### src/rtl/iq_out_pkg.sv
package iq_out_pkg;
  localparam int CODE_W_DEF = 10;
  localparam int PRE_STAGES_DEF = 2;
  localparam int SYNC_DEPTH = 2;
  localparam logic SLOT_CAP = 1'b0;
  localparam logic SLOT_I = 1'b1;
endpackage

### src/rtl/iq_sync.sv
module iq_sync #(
  parameter int W = 2,
  parameter int DEPTH = iq_out_pkg::SYNC_DEPTH
) (
  input  logic         clk_i,
  input  logic         rst_ni,
  input  logic [W-1:0] d_i,
  output logic [W-1:0] q_o
);
  logic [W-1:0] chain [DEPTH];

  for (genvar s = 0; s < DEPTH; s++) begin : g_flop
    always_ff @(posedge clk_i or negedge rst_ni) begin
      if (!rst_ni) chain[s] <= '0;
      else if (s == 0) chain[s] <= d_i;
      else chain[s] <= chain[(s == 0) ? 0 : s-1];
    end
  end

  assign q_o = chain[DEPTH-1];
endmodule

### src/rtl/iq_pipe.sv
module iq_pipe #(
  parameter int W = 20,
  parameter int DEPTH = 2
) (
  input  logic         clk_i,
  input  logic         rst_ni,
  input  logic         en_i,
  input  logic [W-1:0] d_i,
  output logic [W-1:0] q_o
);
  logic [W-1:0] stg [DEPTH];

  for (genvar g = 0; g < DEPTH; g++) begin : g_stage
    always_ff @(posedge clk_i or negedge rst_ni) begin
      if (!rst_ni) stg[g] <= '0;
      else if (en_i) stg[g] <= (g == 0) ? d_i : stg[(g == 0) ? 0 : g-1];
    end
  end

  assign q_o = stg[DEPTH-1];
endmodule

### src/rtl/iq_fmt.sv
module iq_fmt #(
  parameter int W = 10
) (
  input  logic         twos_i,
  input  logic [W-1:0] code_i,
  output logic [W-1:0] code_o
);
  // offset binary -> two's complement by flipping the sign bit
  assign code_o = {code_i[W-1] ^ twos_i, code_i[W-2:0]};
endmodule

### src/rtl/iq_out_formatter.sv
module iq_out_formatter #(
  parameter int CODE_W = iq_out_pkg::CODE_W_DEF,
  parameter int PRE_STAGES = iq_out_pkg::PRE_STAGES_DEF
) (
  input  logic              clk_i,
  input  logic              rst_ni,
  input  logic [CODE_W-1:0] i_code_i,
  input  logic [CODE_W-1:0] q_code_i,
  input  logic              fmt_twos_i,
  input  logic              par_mode_i,
  input  logic              hold_i,
  output logic [CODE_W-1:0] i_bus_o,
  output logic [CODE_W-1:0] q_bus_o,
  output logic              iq_strobe_o
);
  import iq_out_pkg::*;

  localparam int PAIR_W = 2 * CODE_W;
  localparam int NCH = 2;

  logic              slot_i_q;
  logic              adv;
  logic              fmt_s;
  logic              par_s;
  logic [PAIR_W-1:0] pipe_w;
  logic [CODE_W-1:0] raw_w [NCH];
  logic [CODE_W-1:0] cod_w [NCH];
  logic [CODE_W-1:0] out_q [NCH];

  assign adv = ~hold_i;

  iq_sync #(.W(2), .DEPTH(SYNC_DEPTH)) u_sync (
    .clk_i (clk_i),
    .rst_ni(rst_ni),
    .d_i   ({fmt_twos_i, par_mode_i}),
    .q_o   ({fmt_s, par_s})
  );

  iq_pipe #(.W(PAIR_W), .DEPTH(PRE_STAGES)) u_pipe (
    .clk_i (clk_i),
    .rst_ni(rst_ni),
    .en_i  (adv && (slot_i_q == SLOT_CAP)),
    .d_i   ({i_code_i, q_code_i}),
    .q_o   (pipe_w)
  );

  assign raw_w[0] = pipe_w[PAIR_W-1:CODE_W];
  assign raw_w[1] = pipe_w[CODE_W-1:0];

  for (genvar c = 0; c < NCH; c++) begin : g_ch
    iq_fmt #(.W(CODE_W)) u_fmt (
      .twos_i(fmt_s),
      .code_i(raw_w[c]),
      .code_o(cod_w[c])
    );

    always_ff @(posedge clk_i or negedge rst_ni) begin
      if (!rst_ni) out_q[c] <= '0;
      else if (adv && (slot_i_q == SLOT_CAP)) out_q[c] <= cod_w[c];
    end
  end

  always_ff @(posedge clk_i or negedge rst_ni) begin
    if (!rst_ni) begin
      slot_i_q    <= SLOT_CAP;
      i_bus_o     <= '0;
      q_bus_o     <= '0;
      iq_strobe_o <= 1'b0;
    end else if (adv) begin
      slot_i_q <= ~slot_i_q;
      if (slot_i_q == SLOT_I) begin
        i_bus_o     <= out_q[0];
        q_bus_o     <= par_s ? out_q[1] : '0;
        iq_strobe_o <= 1'b1;
      end else begin
        iq_strobe_o <= 1'b0;
        // multiplexed: Q takes the second half-slot of the I bus
        if (!par_s) begin
          i_bus_o <= out_q[1];
          q_bus_o <= '0;
        end
      end
    end
  end
endmodule

### config.mk
export PLATFORM = sky130hd
export DESIGN_NAME = iq_out_formatter
export DESIGN_NICKNAME = d
export VERILOG_FILES = /design/src/rtl/iq_out_pkg.sv /design/src/rtl/iq_sync.sv /design/src/rtl/iq_pipe.sv /design/src/rtl/iq_fmt.sv /design/src/rtl/iq_out_formatter.sv
export SDC_FILE = /design/constraint.sdc
export NUM_CORES = 1
export LEC_CHECK = 0
export BUFFER_PORTS_ARGS = -buffer_cell sky130_fd_sc_hd__buf_2
export CAP_MARGIN = 20
export CELL_PAD_IN_SITES_DETAIL_PLACEMENT = 2
export CELL_PAD_IN_SITES_GLOBAL_PLACEMENT = 2
export CORE_MARGIN = 5
export CORE_UTILIZATION = 40
export DETAILED_ROUTE_END_ITERATION = 12
export HOLD_SLACK_MARGIN = 0.08
export PLACE_DENSITY_LB_ADDON = 0.1
export SLEW_MARGIN = 10
export SYNTH_ARGS = -nofsm -noshare
export SYNTH_HDL_FRONTEND = slang
export SYNTH_SLANG_ARGS = --single-unit
### constraint.sdc
create_clock -name clk_i -period 1.5 [get_ports clk_i]
set_input_delay 0.3 -clock clk_i [delete_from_list [all_inputs] [get_ports clk_i]]
set_output_delay 0.3 -clock clk_i [all_outputs]
set_load 0.02 [all_outputs]
# Yosys cells after proc, flatten, opt, wreduce, memory -nomap -nowiden
# Index checks and enable logic that the tools add are counted.
[op_classes]
n_eq_ne = 1
mux = 6
bitwise = 4
n_reduce_logical = 2
[op_table]
columns = ["operator", "n"]
rows = [
  ["$mux 10", 5],
  ["$ne 2x2->1 const B", 1],
  ["$not 1->1", 2],
  ["$reduce_and 2->1", 1],
  ["$xor 1x1->1", 2],
  ["$logic_and 1x1->1", 1],
  ["$mux 1", 1],
]
[word_totals]
ff_bits = 86
in_bits = 25
output_inout_bits = 21
word_cells = 23

# Longest topological paths before layout
[depth]
word_depth = 2
ltp_mapped = 5
depth_no_buf = 3

# Cells and area by module
# Synthesis repeated with hierarchy kept, for this count alone.
[hier_totals]
cells_unflattened = 284
area_unflattened_um2 = 3758.6
[by_module_without_submodules]
columns = ["mod", "instances", "cells_each", "area_per_inst_um2", "seq_area_each_um2"]
rows = [
  ["iq_out_formatter", 1, 154, 1844.3, 1051.0],
  ["iq_pipe", 1, 104, 1646.6, 1001.0],
  ["iq_fmt", 2, 10, 76.3, 0.0],
  ["iq_sync", 1, 6, 115.1, 100.1],
]

# Least setup slack after synthesis
# No wires, ideal clock.
[synth_timing]
path_type = "reg2reg"
startpoint = "register slot_i_q"
endpoint = "register u_pipe.stg[22] (netlist bit)"
setup_time_ns = 0.125
arrival_time_ns = 1.132
path_slack_ns = 0.243
stages_incl_launch_ff = 5
synth_period_minus_slack_ns = 1.257
cell_sequence = "dfrtp_1 buf_6 nor2_8 buf_6 mux2_2"
[synth_between]
elab_chain_cells = 2
[synth_rtl]
columns = ["item", "line_no", "source"]
rows = [
  ["start, declared", "iq_out_formatter.sv:21", "logic slot_i_q;"],
  ["start signal, assigned", "iq_out_formatter.sv:70", "slot_i_q <= ~slot_i_q;"],
  ["$not 1->1", "iq_out_formatter.sv:42", ".en_i (adv && (slot_i_q == SLOT_CAP)),"],
  ["$logic_and 1x1->1", "iq_out_formatter.sv:42", ""],
  ["end signal, assigned by index", "iq_pipe.sv:16", "else if (en_i) stg[g] <= (g == 0) ? d_i : stg[(g == 0) ? 0 : g-1];"],
  ["end, declared", "iq_pipe.sv:11", "logic [W-1:0] stg [DEPTH];"],
]
# No other way between the ends.
# A chain may end at the register's enable or synchronous reset.

# Worst setup path in the final report
[layout_timing]
startpoint = "register slot_i_q"
endpoint = "register u_pipe.stg, in the netlist u_pipe.q_o[16]"
# The elaborated chain is that of the path after synthesis.

==> impl_metrics.py <==
metrics = {
    "clocking": {
        "clockBufferDepth": 2,
        "clk_pin_slew_ps": 90,
        "cts_tree": "built",
        "cts_root_buffer": "clkbuf_8",
        "clk_latency_ps": 360,
        "ctsHtreeMaxLevel": 3,
        "cts.sinks": 86,
        "cts_buffers": 9,
    },
    "cells_and_area": {
        "final_cell_mix": "dfrtp_1, mux2_2, buf_2",
        "antenna_cells": 0,
        "final_common_cell": "dfrtp_1",
        "fin_nets": 325,
        "layout-drive-gt1-share_pct": 42.62,
        "area.growth.synth_to_final_pct": 17.28,
    },
    "power_and_ir_drop": {
        "ir_drop_mv": 0.7778,
        "p_per_area_nw_per_um2": 2129,
        "leakage_uw": 0.001786,
    },
    "yosys": {
        "syn_area_um2": 3440,
        "synth_top_area_cell": "dfrtp_1",
        "syn_nets": 271,
        "ys.flop_type": "dfrtp_1",
        "synth_top_area_share_pct": 62.57,
        "synth_cell_type_count": 18,
        "synthCells": 246,
        "ys_ff_latch": 86,
        "async_flop_share_pct": 100.0,
        "synth_area_per_cell_um2": 13.98,
        "synth_area_leaders": "dfrtp_1, mux2_2, a32oi_1, nand2_1, buf_6",
        "yosys_warnings": 0,
        "synth.yosys.seq_area_share_pct": 62.57,
        "synth-edff-count": 0,
    },
    "global_routing": {
        "grt_use_total_pct": 15.24,
        "grt_max_degree": 39,
        "grt_pass1_wl_mm": 12.15,
        "grt.overflow.total": 0,
        "grt_pass1_vias": 2345,
        "antenna_found_initial": 0,
    },
    "floorplan": {
        "initial_core_util_pct": 41.44,
        "core_area_um2": 8299,
        "rows": 33,
        "die_w_um": 102.7,
        "dieArea_um2": 10550,
        "die_height_um": 102.7,
        "io-pin-count": 46,
    },
    "timing": {
        "slew_viol_final": 0,
        "max_freq_mhz": 694.4,
        "worst_pin_slew_ps": 437.0,
        "rsz0062_at_grt": "false",
        "hold_viol": 0,
        "finalSetupViolCount": 0,
        "setup_ws_ps": 60.00,
        "setup_tns_ps": 0,
        "slew_headroom_pct": 70.86,
        "layout_min_cycle_time_ps": 1440,
        "finalCritPeriodShare_pct": 96.00,
        "worst_clock_skew_ps": 8.669,
    },
    "worst_setup_path": {
        "crit_type": "reg -> reg",
        "max_stage_delay_ps": 540,
        "cp_top_family": "flip-flops",
        "critical_path.max_fanout": 33,
        "end_kind": "register",
        "crit_arrival_ps": 1690,
        "crit_required_ps": 1750,
        "startpoint_type": "register",
        "crit_buf_inv": 1,
        "crit_chain": "nor2_8 > buf_12 > mux2_2",
        "slowest_stage": "dfrtp_1",
    },
    "detailed_routing": {
        "drc": 0,
        "via_per_inst": 5.237,
        "routed_wl_mm": 7.162,
        "num_vias": 2147,
        "ant_nets": 0,
        "dr.pass1.iters": 5,
        "drt_iter0_drc": 50,
        "wl_per_cell_um": 17.47,
    },
    "outcome": {
        "outcome": "finished clean",
    },
    "hold_path": {
        "hold_path.class": "in -> reg",
    },
    "placement": {
        "dp_slack_ps": 45.65,
        "place.gp.congestion": 0.6979,
        "hpwl_mm": 5.113,
        "port_buffers": 45,
    },
    "flow_run": {
        "cap_violations": 0,
    },
}
## what timing repair did
item,in CTS,in global routing
hold endpoints to repair,21,0
hold buffers,3,0
resized for setup,0,2
setup buffers,0,0
setup endpoints to repair,0,16
## synth_stat cells, types with 2 or more instances
cell,count
dfrtp_1,86
nor2_1,2
buf_2,5
mux2_1,5
nor4_1,10
a32oi_1,10
nand2_1,22
nor3_1,10
clkbuf_1,3
buf_4,3
buf_6,7
nor2b_1,12
xnor2_1,3
nand2b_1,2
o22ai_1,10
a21oi_1,2
mux2_2,53
## report_power, final
part           internal (µW)  total, µW  leakage, µW  switching (µW)
Clock                    673       1550    0.0000914             882
Sequential              3460       4300      0.00102             847
Combinational           1440       2730     0.000674            1290
Total                   5570       8590      0.00179            3020
## routing by layer
metal / global-route usage [%] / wire length [µm] / vias up
met5: 0 / 0 / -
met4: 5.080 / 95 / 0
met3: 4.398 / 284 / 10
met2: 25.87 / 3664 / 32
met1: 18.73 / 3118 / 1109
li1: - / - / 996
## area by class of cell
cell class,count,area [µm²]
Fill cell,836,4265
Clock buffer,10,137.6
Sequential cell,86,2152
Multi-Input combinational cell,142,1155
Clock inverter,6,52.55
Timing Repair Buffer,61,405.4
Tap cell,105,131.4
## path summary, 6_finish.rpt
check	from	slack (ps)	depth (start not counted)	to
max	slot_i_q	60	3	u_pipe.q_o[16]
min	i_code_i[0]	150	2	u_pipe.stg[30]
max reg2reg	slot_i_q	60	3	u_pipe.q_o[16]
min reg2reg	u_sync.chain[3]	360	0	u_sync.q_o[1]
max in group asynchronous	rst_ni	630	3	u_pipe.q_o[0]
min in group asynchronous	rst_ni	370	2	u_pipe.stg[36]
## logic make-up after synthesis
family | share of synthesized area [%]
XOR/XNOR | 0.7641
AO/OA/AOI/OAI | 4.656
flip-flops | 62.57
buffers and inverters | 4.001
multiplexers | 18.99
AND/OR/NAND/NOR | 9.022
## state kept, by name, indices dropped and copies added, names as in the netlist
name,flops
i_bus_o,10
u_pipe.q_o,20
q_bus_o,10
out_q,20
u_pipe.stg,20
iq_strobe_o,1
slot_i_q,1
u_sync.chain,2
u_sync.q_o,2
## worst register-to-register path, stage by stage (launching register included)
cell and delay (ps):
dfrtp_1 540, nor2_8 200, buf_12 220, mux2_2 380
## per-stage QoR
stage | hold WS, ps | power, µW | utilization, % | instance area, µm² | std cells
floorplan | 4.409 | 6158 | - | 3440 | 246
global placement | 217.3 | 6984 | 45.89 | 3809 | 391
detailed placement | 219.5 | 7158 | 45.89 | 3809 | 391
CTS | 131.7 | 8735 | 48.55 | 4029 | 410
global route | 134.9 | 9187 | 48.61 | 4034 | 410
finish | 148.1 | 8587 | 48.61 | 4034 | 410
No activity file was read; power rests on OpenSTA's default activity.
